`config.mk`:
```
export PLATFORM = sky130hd
export DESIGN_NAME = can_ctrl_regs
export DESIGN_NICKNAME = d
export VERILOG_FILES = /design/src/rtl/can_ctrl_pkg.sv /design/src/rtl/can_ts_counter.sv /design/src/rtl/can_err_counter.sv /design/src/rtl/can_ctrl_regs.sv
export SDC_FILE = /design/constraint.sdc
export NUM_CORES = 1
export LEC_CHECK = 0
export BUFFER_PORTS_ARGS = -buffer_cell sky130_fd_sc_hd__buf_2
export CAP_MARGIN = 20
export CELL_PAD_IN_SITES_DETAIL_PLACEMENT = 1
export CELL_PAD_IN_SITES_GLOBAL_PLACEMENT = 2
export CORE_MARGIN = 2
export CORE_UTILIZATION = 33
export CTS_CLUSTER_SIZE = 40
export DETAILED_ROUTE_END_ITERATION = 16
export HOLD_SLACK_MARGIN = 0.05
export PLACE_DENSITY_LB_ADDON = 0.05
export SYNTH_ARGS = -nofsm -noshare
export SYNTH_HDL_FRONTEND = slang
export SYNTH_HIERARCHICAL = 1
export SYNTH_SLANG_ARGS = --single-unit
```
`constraint.sdc`:
```
create_clock -name clk -period 2.5 [get_ports clk]
set_input_delay 0.5 -clock clk [delete_from_list [all_inputs] [get_ports clk]]
set_output_delay 0.5 -clock clk [all_outputs]
set_load 0.01 [all_outputs]
```
`src/rtl/can_ctrl_pkg.sv`:
```
package can_ctrl_pkg;
    localparam int BYTE_W = 8;
    localparam int PS_W   = 2;

    // low byte bit positions
    localparam int LB_INIT  = 0;
    localparam int LB_LOOP  = 1;
    localparam int LB_ORDER = 2;
    localparam int LB_BASIC = 3;
    localparam int LB_BEIE  = 4;
    localparam int LB_SLEEP = 5;
    localparam int LB_PORT  = 6;
    // high byte bit positions
    localparam int HB_TSRST = 2;
    localparam int HB_BOFF  = 3;
    localparam int HB_LISTN = 5;

    typedef struct packed {
        logic            init;
        logic            loopback;
        logic            order;
        logic            basic;
        logic            beie;
        logic            sleep;
        logic            port;
        logic [PS_W-1:0] ps;
        logic            listen;
        logic            ts_cmd;
        logic            bo_cmd;
        logic            sts;
    } ctl_t;
endpackage

```
`src/rtl/can_ts_counter.sv`:
```
module can_ts_counter #(
    parameter int TS_W    = 16,
    parameter int DIV_LOG = 3,
    parameter int PS_W    = 2
) (
    input  logic            clk,
    input  logic            rst_n,
    input  logic            tick,
    input  logic [PS_W-1:0] ps,
    input  logic            clr,
    output logic [TS_W-1:0] count
);
    localparam logic [DIV_LOG:0] PRE_N = (DIV_LOG+1)'(1 << DIV_LOG);

    typedef struct packed {
        logic [DIV_LOG-1:0] pre;
        logic [TS_W-1:0]    cnt;
    } ts_t;

    ts_t ts_d, ts_q;
    logic [DIV_LOG:0] term;

    always_comb begin
        ts_d = ts_q;
        term = (PRE_N >> ps) - (DIV_LOG+1)'(1);
        if (clr) begin
            ts_d.pre = '0;
            ts_d.cnt = '0;
        end else if (tick) begin
            if ({1'b0, ts_q.pre} >= term) begin
                ts_d.pre = '0;
                ts_d.cnt = ts_q.cnt + TS_W'(1);
            end else begin
                ts_d.pre = ts_q.pre + DIV_LOG'(1);
            end
        end
    end

    always_ff @(posedge clk or negedge rst_n) begin
        if (!rst_n) ts_q <= '0;
        else        ts_q <= ts_d;
    end

    assign count = ts_q.cnt;

    // clear empties the counter at the next edge, tick or not
    p_clear_r5: assert property (@(posedge clk) disable iff (!rst_n)
        clr |=> (count == '0));
    // without a tick the counter holds
    p_hold_r4: assert property (@(posedge clk) disable iff (!rst_n)
        (!clr && !tick) |=> $stable(count));
endmodule

```
`src/rtl/can_err_counter.sv`:
```
module can_err_counter #(
    parameter int W = 8
) (
    input  logic         clk,
    input  logic         rst_n,
    input  logic         inc,
    input  logic         clr,
    output logic [W-1:0] count
);
    logic [W-1:0] cnt_d, cnt_q;

    always_comb begin
        cnt_d = cnt_q;
        if (clr)                      cnt_d = '0;
        else if (inc && cnt_q != '1)  cnt_d = cnt_q + W'(1);
    end

    always_ff @(posedge clk or negedge rst_n) begin
        if (!rst_n) cnt_q <= '0;
        else        cnt_q <= cnt_d;
    end

    assign count = cnt_q;

    // clear wins over increment
    p_clear_r6: assert property (@(posedge clk) disable iff (!rst_n)
        clr |=> (count == '0));
    // saturated counter stays at maximum until cleared
    p_sat_r9: assert property (@(posedge clk) disable iff (!rst_n)
        (count == '1 && !clr) |=> (count == '1));
endmodule

```
`src/rtl/can_ctrl_regs.sv`:
```
module can_ctrl_regs
    import can_ctrl_pkg::*;
#(
    parameter int TS_W    = 16,
    parameter int EC_W    = 8,
    parameter int DIV_LOG = 3
) (
    input  logic              clk,
    input  logic              rst_n,
    input  logic              bus_wr,
    input  logic              bus_addr,
    input  logic [BYTE_W-1:0] bus_wdata,
    output logic [BYTE_W-1:0] bus_rdata,
    input  logic              bit_tick,
    input  logic              tec_inc,
    input  logic              rec_inc,
    input  logic              tx_req,
    output logic              tx_grant,
    output logic              init_mode,
    output logic              loopback,
    output logic              msg_byte_order,
    output logic              basic_mode,
    output logic              buserr_ie,
    output logic              sleep_en,
    output logic              port_en,
    output logic              listen_only,
    output logic [PS_W-1:0]   ts_scale,
    output logic              in_reset,
    output logic [TS_W-1:0]   ts_count,
    output logic [EC_W-1:0]   tec,
    output logic [EC_W-1:0]   rec
);
    localparam ctl_t CTL_RST = '{init: 1'b1, sts: 1'b1, default: '0};
    localparam int   N_EC    = 2;

    ctl_t ctl_d, ctl_q;
    logic wr_lo, wr_hi, ts_clr, bo_clr;

    assign wr_lo  = bus_wr && !bus_addr;
    assign wr_hi  = bus_wr &&  bus_addr;
    assign ts_clr = wr_hi && bus_wdata[HB_TSRST];
    assign bo_clr = wr_hi && bus_wdata[HB_BOFF];

    always_comb begin
        ctl_d        = ctl_q;
        ctl_d.sts    = ctl_q.init;
        ctl_d.ts_cmd = ts_clr;
        ctl_d.bo_cmd = bo_clr;
        if (wr_lo) begin
            ctl_d.init = bus_wdata[LB_INIT];
            if (ctl_q.init) begin
                ctl_d.loopback = bus_wdata[LB_LOOP];
                ctl_d.order    = bus_wdata[LB_ORDER];
                ctl_d.basic    = bus_wdata[LB_BASIC];
                ctl_d.beie     = bus_wdata[LB_BEIE];
                ctl_d.sleep    = bus_wdata[LB_SLEEP];
                ctl_d.port     = bus_wdata[LB_PORT];
            end
        end
        if (wr_hi && ctl_q.init) begin
            ctl_d.ps     = bus_wdata[PS_W-1:0];
            ctl_d.listen = bus_wdata[HB_LISTN];
        end
    end

    always_ff @(posedge clk or negedge rst_n) begin
        if (!rst_n) ctl_q <= CTL_RST;
        else        ctl_q <= ctl_d;
    end

    always_comb begin
        if (!bus_addr)
            bus_rdata = {1'b0, ctl_q.port, ctl_q.sleep, ctl_q.beie,
                         ctl_q.basic, ctl_q.order, ctl_q.loopback, ctl_q.init};
        else
            bus_rdata = {2'b00, ctl_q.listen, 1'b0, ctl_q.bo_cmd,
                         ctl_q.ts_cmd, ctl_q.ps};
    end

    assign init_mode      = ctl_q.init;
    assign loopback       = ctl_q.loopback;
    assign msg_byte_order = ctl_q.order;
    assign basic_mode     = ctl_q.basic;
    assign buserr_ie      = ctl_q.beie;
    assign sleep_en       = ctl_q.sleep;
    assign port_en        = ctl_q.port;
    assign listen_only    = ctl_q.listen;
    assign ts_scale       = ctl_q.ps;
    assign in_reset       = ctl_q.sts;
    assign tx_grant       = tx_req && !ctl_q.listen;

    can_ts_counter #(.TS_W(TS_W), .DIV_LOG(DIV_LOG), .PS_W(PS_W)) u_ts (
        .clk   (clk),
        .rst_n (rst_n),
        .tick  (bit_tick),
        .ps    (ctl_q.ps),
        .clr   (ts_clr),
        .count (ts_count)
    );

    logic [N_EC-1:0]           ec_inc;
    logic [N_EC-1:0][EC_W-1:0] ec_val;
    assign ec_inc = {rec_inc, tec_inc};

    for (genvar g = 0; g < N_EC; g++) begin : g_ec
        can_err_counter #(.W(EC_W)) u_ec (
            .clk   (clk),
            .rst_n (rst_n),
            .inc   (ec_inc[g]),
            .clr   (bo_clr),
            .count (ec_val[g])
        );
    end

    assign tec = ec_val[0];
    assign rec = ec_val[1];

    // locked mode bits keep their value outside init mode
    p_lock_lo_r2: assert property (@(posedge clk) disable iff (!rst_n)
        (wr_lo && !init_mode) |=> $stable({port_en, sleep_en, buserr_ie,
                                            basic_mode, msg_byte_order, loopback}));
    // prescale and listen-only locked outside init mode
    p_lock_hi_r3: assert property (@(posedge clk) disable iff (!rst_n)
        (wr_hi && !init_mode) |=> $stable({ts_scale, listen_only}));
    // time-stamp command bit lasts one cycle
    p_selfclr_r5: assert property (@(posedge clk) disable iff (!rst_n)
        (ctl_q.ts_cmd && !ts_clr) |=> !ctl_q.ts_cmd);
    // bus-off command bit lasts one cycle
    p_selfclr_r6: assert property (@(posedge clk) disable iff (!rst_n)
        (ctl_q.bo_cmd && !bo_clr) |=> !ctl_q.bo_cmd);
    // no transmit request leaves while listening only
    p_listen_r7: assert property (@(posedge clk) disable iff (!rst_n)
        listen_only |-> !tx_grant);
    // status lags the init bit by one clock
    p_lag_r8: assert property (@(posedge clk) disable iff (!rst_n)
        1'b1 |=> (in_reset == $past(init_mode)));
endmodule

```
==> reports/qor.json <==
{
  "die": {
    "coreArea_sq_um": 8180,
    "ioPinCount": 68,
    "die_ar_sq_um": 9120,
    "rows": 33,
    "chipWidth_um": 95.5,
    "die_height_um": 95.5,
    "initial_util_pct": 33.8
  },
  "clocking": {
    "clkTransAtPathRegs_ps": 90,
    "cts-buffers-inserted": 5,
    "cts_resized": 0,
    "ctsRootBufferMaster": "sky130_fd_sc_hd__clkbuf_8",
    "clock_tree_from_tritoncts": "done",
    "clock_insertion_delay_worst_skew_ps": 300,
    "cts_post_setup_buffers_inserted": 0,
    "sinks_on_the_clock_net": 48,
    "cts-htree-levels": 2,
    "cts_hold_repair.buffers": 0,
    "clockBufferDepth": 2
  },
  "place": {
    "place.port_buffers": 65,
    "dp_slack_ps": 224,
    "placement.cell_area_sq_um": 3080,
    "global_placer_s_final_weighted_congestion": 0.695,
    "dpl.cell_count": 421,
    "place.detailed.hpwl_um": 4860
  },
  "detailed_routing": {
    "drc": 0,
    "ant_nets": 0,
    "avgRoutedWirePerCell_um": 15.8,
    "detailedRoute.firstIterationViolations": 67,
    "avgViaCountPerCell": 5.17,
    "first_pass_iters": 2,
    "routed_via_count": 2212,
    "postRouteWirelength_um": 6750
  },
  "synth": {
    "synth.avg_cell_area_sq_um": 10.0,
    "yosys_register_bits": 48,
    "synthDominantAreaCellType": "sky130_fd_sc_hd__dfrtp_1",
    "yosys.cell_types.count": 40,
    "ys_top_cells_by_area": "sky130_fd_sc_hd__dfrtp_1, sky130_fd_sc_hd__mux2_2, sky130_fd_sc_hd__buf_4",
    "synth_sequential_area_ratio_pct": 43.6,
    "synth-edff-count": 0,
    "ys_async_sr_fraction_pct": 100,
    "ys.flop_type": "sky130_fd_sc_hd__dfrtp_1",
    "synth.yosys.warnings": 6,
    "synth.top_cell.area_share_pct": 41.7,
    "postSynthCellCount": 276,
    "synth.net_count": 299,
    "synthesis.area_sq_um": 2760
  },
  "layout": {
    "layout.cells.non_filler": 428,
    "finalCoreUtilization_pct": 38.6,
    "stdcell_area_sq_um": 3160,
    "layout-area-overhead-vs-synth_pct": 14.4,
    "layout-drive-gt1-share_pct": 34.4,
    "nets": 346,
    "mostFrequentLayoutCells": "sky130_fd_sc_hd__buf_2, sky130_fd_sc_hd__dfrtp_1, sky130_fd_sc_hd__mux2_2",
    "layout_commonest_cell": "sky130_fd_sc_hd__buf_2",
    "diodes": 0
  },
  "global_route": {
    "wire_length_of_the_first_global_routing_pass_um": 11200,
    "antenna_violations_before_repair": 0,
    "grt_max_degree": 29,
    "groute.usage.overall_pct": 15.5,
    "grt_remaining_overflow": 0,
    "first_global_vias": 2216
  },
  "sta": {
    "timing.final.setup_violations": 0,
    "maxClockFrequency_ghz": 0.440,
    "slew_headroom_pct": 58.5,
    "clock_skew_ps": 7.45,
    "setup_slack_ps": 228,
    "fin_crit_ps": 2270,
    "rsz0062_at_grt": "false",
    "hold_viol_final": 0,
    "setup-tns-final_ps": 0,
    "slew_viol_final": 0,
    "layout_worst_path_cycle_share_pct": 90.9,
    "worstMarginPinSlew_ps": 623
  },
  "critical_path": {
    "timing.critical_path.to_type": "register",
    "worst_setup_path_start_kind": "register",
    "worstReg2RegStart": "ts_scale[0]",
    "critical_path_class": "reg -> reg",
    "critPathLaunch": "ts_scale[0]",
    "cp_max_fo": 28,
    "cp_data_required_time_ps": 2690,
    "worst-endpoint-arrival_ps": 2460
  },
  "pwr": {
    "netSwitchingPower_mw": 0.900,
    "internal_power_mw": 1.51,
    "clock_power_share_pct": 18.7,
    "share_of_total_power_consumed_by_net_switching_pct": 37.3,
    "vdd_drop_max_mv": 0.315,
    "static_power_due_to_leakage_nw": 1.47,
    "sequential_cell_fraction_of_total_power_pct": 44.9,
    "relative_contribution_of_combinational_cells_to_total_power_pct": 36.4,
    "cellPowerDensity_nw_per_um2": 763
  },
  "run_status": {
    "result_of_the_run": "complete, no violations"
  },
  "worst_hold_path": {
    "timing.hold.worst.class": "in -> async"
  },
  "run": {
    "max_cap_violations": 0
  }
}
## critical path: stages, from the launching register on
cell	delay, ps
sky130_fd_sc_hd__dfrtp_1	380
sky130_fd_sc_hd__or2_2	290
sky130_fd_sc_hd__ha_1	290
sky130_fd_sc_hd__nand2_1	80
sky130_fd_sc_hd__o21a_1	200
sky130_fd_sc_hd__buf_12	160
sky130_fd_sc_hd__nor4b_1	350
sky130_fd_sc_hd__mux2_2	380
## cell families after synthesis
group | after synthesis | synth area share (%)
other cells | 1 | 0.136
compound gates | 46 | 10.2
mux | 27 | 10.9
buf+inv | 38 | 8.56
fa+ha+maj | 7 | 3.17
simple gates | 109 | 23.4
flops | 48 | 43.6
## metal layers
layer | part of all wire [%] | wire (um) | up-vias | GRT usage, %
li1 | - | - | 1089 | -
met1 | 46 | 3090 | 1086 | 21.0
met2 | 50 | 3380 | 32 | 25.5
met3 | 3.4 | 232 | 5 | 3.16
met4 | 0.68 | 46 | 0 | 3.57
met5 | 0 | 0 | - | 0
## layout make-up
cell class              instances  area, sq um
fillers                       954         5020
multi-input cells             190         1320
flip-flops and latches         48         1200
repair buffers                 72          403
well taps                     105          131
clock buffers                   6         72.6
inverters                       6         22.5
clock inverters                 1         5.00
## cell usage after synthesis (3+ instances only)
cell type / number
sky130_fd_sc_hd__o21ai_0: 6
sky130_fd_sc_hd__or3_1: 4
sky130_fd_sc_hd__nand4_1: 6
sky130_fd_sc_hd__dfrtp_1: 46
sky130_fd_sc_hd__and3_1: 5
sky130_fd_sc_hd__nand2_1: 14
sky130_fd_sc_hd__or4_1: 7
sky130_fd_sc_hd__nor2b_1: 16
sky130_fd_sc_hd__buf_4: 21
sky130_fd_sc_hd__inv_1: 6
sky130_fd_sc_hd__mux2i_1: 3
sky130_fd_sc_hd__and4_1: 5
sky130_fd_sc_hd__nand3_2: 3
sky130_fd_sc_hd__nor2_1: 10
sky130_fd_sc_hd__nand2b_1: 6
sky130_fd_sc_hd__o31ai_1: 8
sky130_fd_sc_hd__ha_1: 7
sky130_fd_sc_hd__nor3_1: 11
sky130_fd_sc_hd__mux2_2: 24
sky130_fd_sc_hd__a21oi_1: 20
sky130_fd_sc_hd__buf_2: 6
sky130_fd_sc_hd__nand3_1: 12
sky130_fd_sc_hd__clkbuf_1: 4
## metrics by stage
| stage | power [mW] | hold WS, ps |
|---|---|---|
| final | 2.41 | 182 |
| after detailed placement | 2.00 | 411 |
| after floorplan | 1.64 | 204 |
| after global routing | 2.61 | 217 |
| after CTS | 2.46 | 203 |
| after global placement | 1.97 | 408 |
## power groups by stage
stage | clock [mW] | sequential (mW) | combinational, mW
final | 0.451 | 1.08 | 0.877
after global routing | 0.506 | 1.11 | 0.989
after CTS | 0.480 | 1.09 | 0.898
after detailed placement | 0 | 1.10 | 0.897
after global placement | 0 | 1.10 | 0.878
after floorplan | 0 | 1.11 | 0.533
## registers in the layout, summed over array words and instances (netlist names), 2 cells and up
name,count
g_ec.u_ec/count,16
ts_scale,2
u_ts/ts_q,3
ctl_q,2
u_ts/count,16
## final timing paths
kind	endpoint	slack, ps	cells past startpoint
max	u_ts/count[10]	230	7
min reg2reg	in_reset	420	0
min	u_ts/count[14]	180	1
max reg2reg	u_ts/count[10]	230	7
max in group asynchronous	g_ec[1].u_ec/count[4]	1780	2
min in group clk	in_reset	420	0
Power figures use the tool's default switching activity.
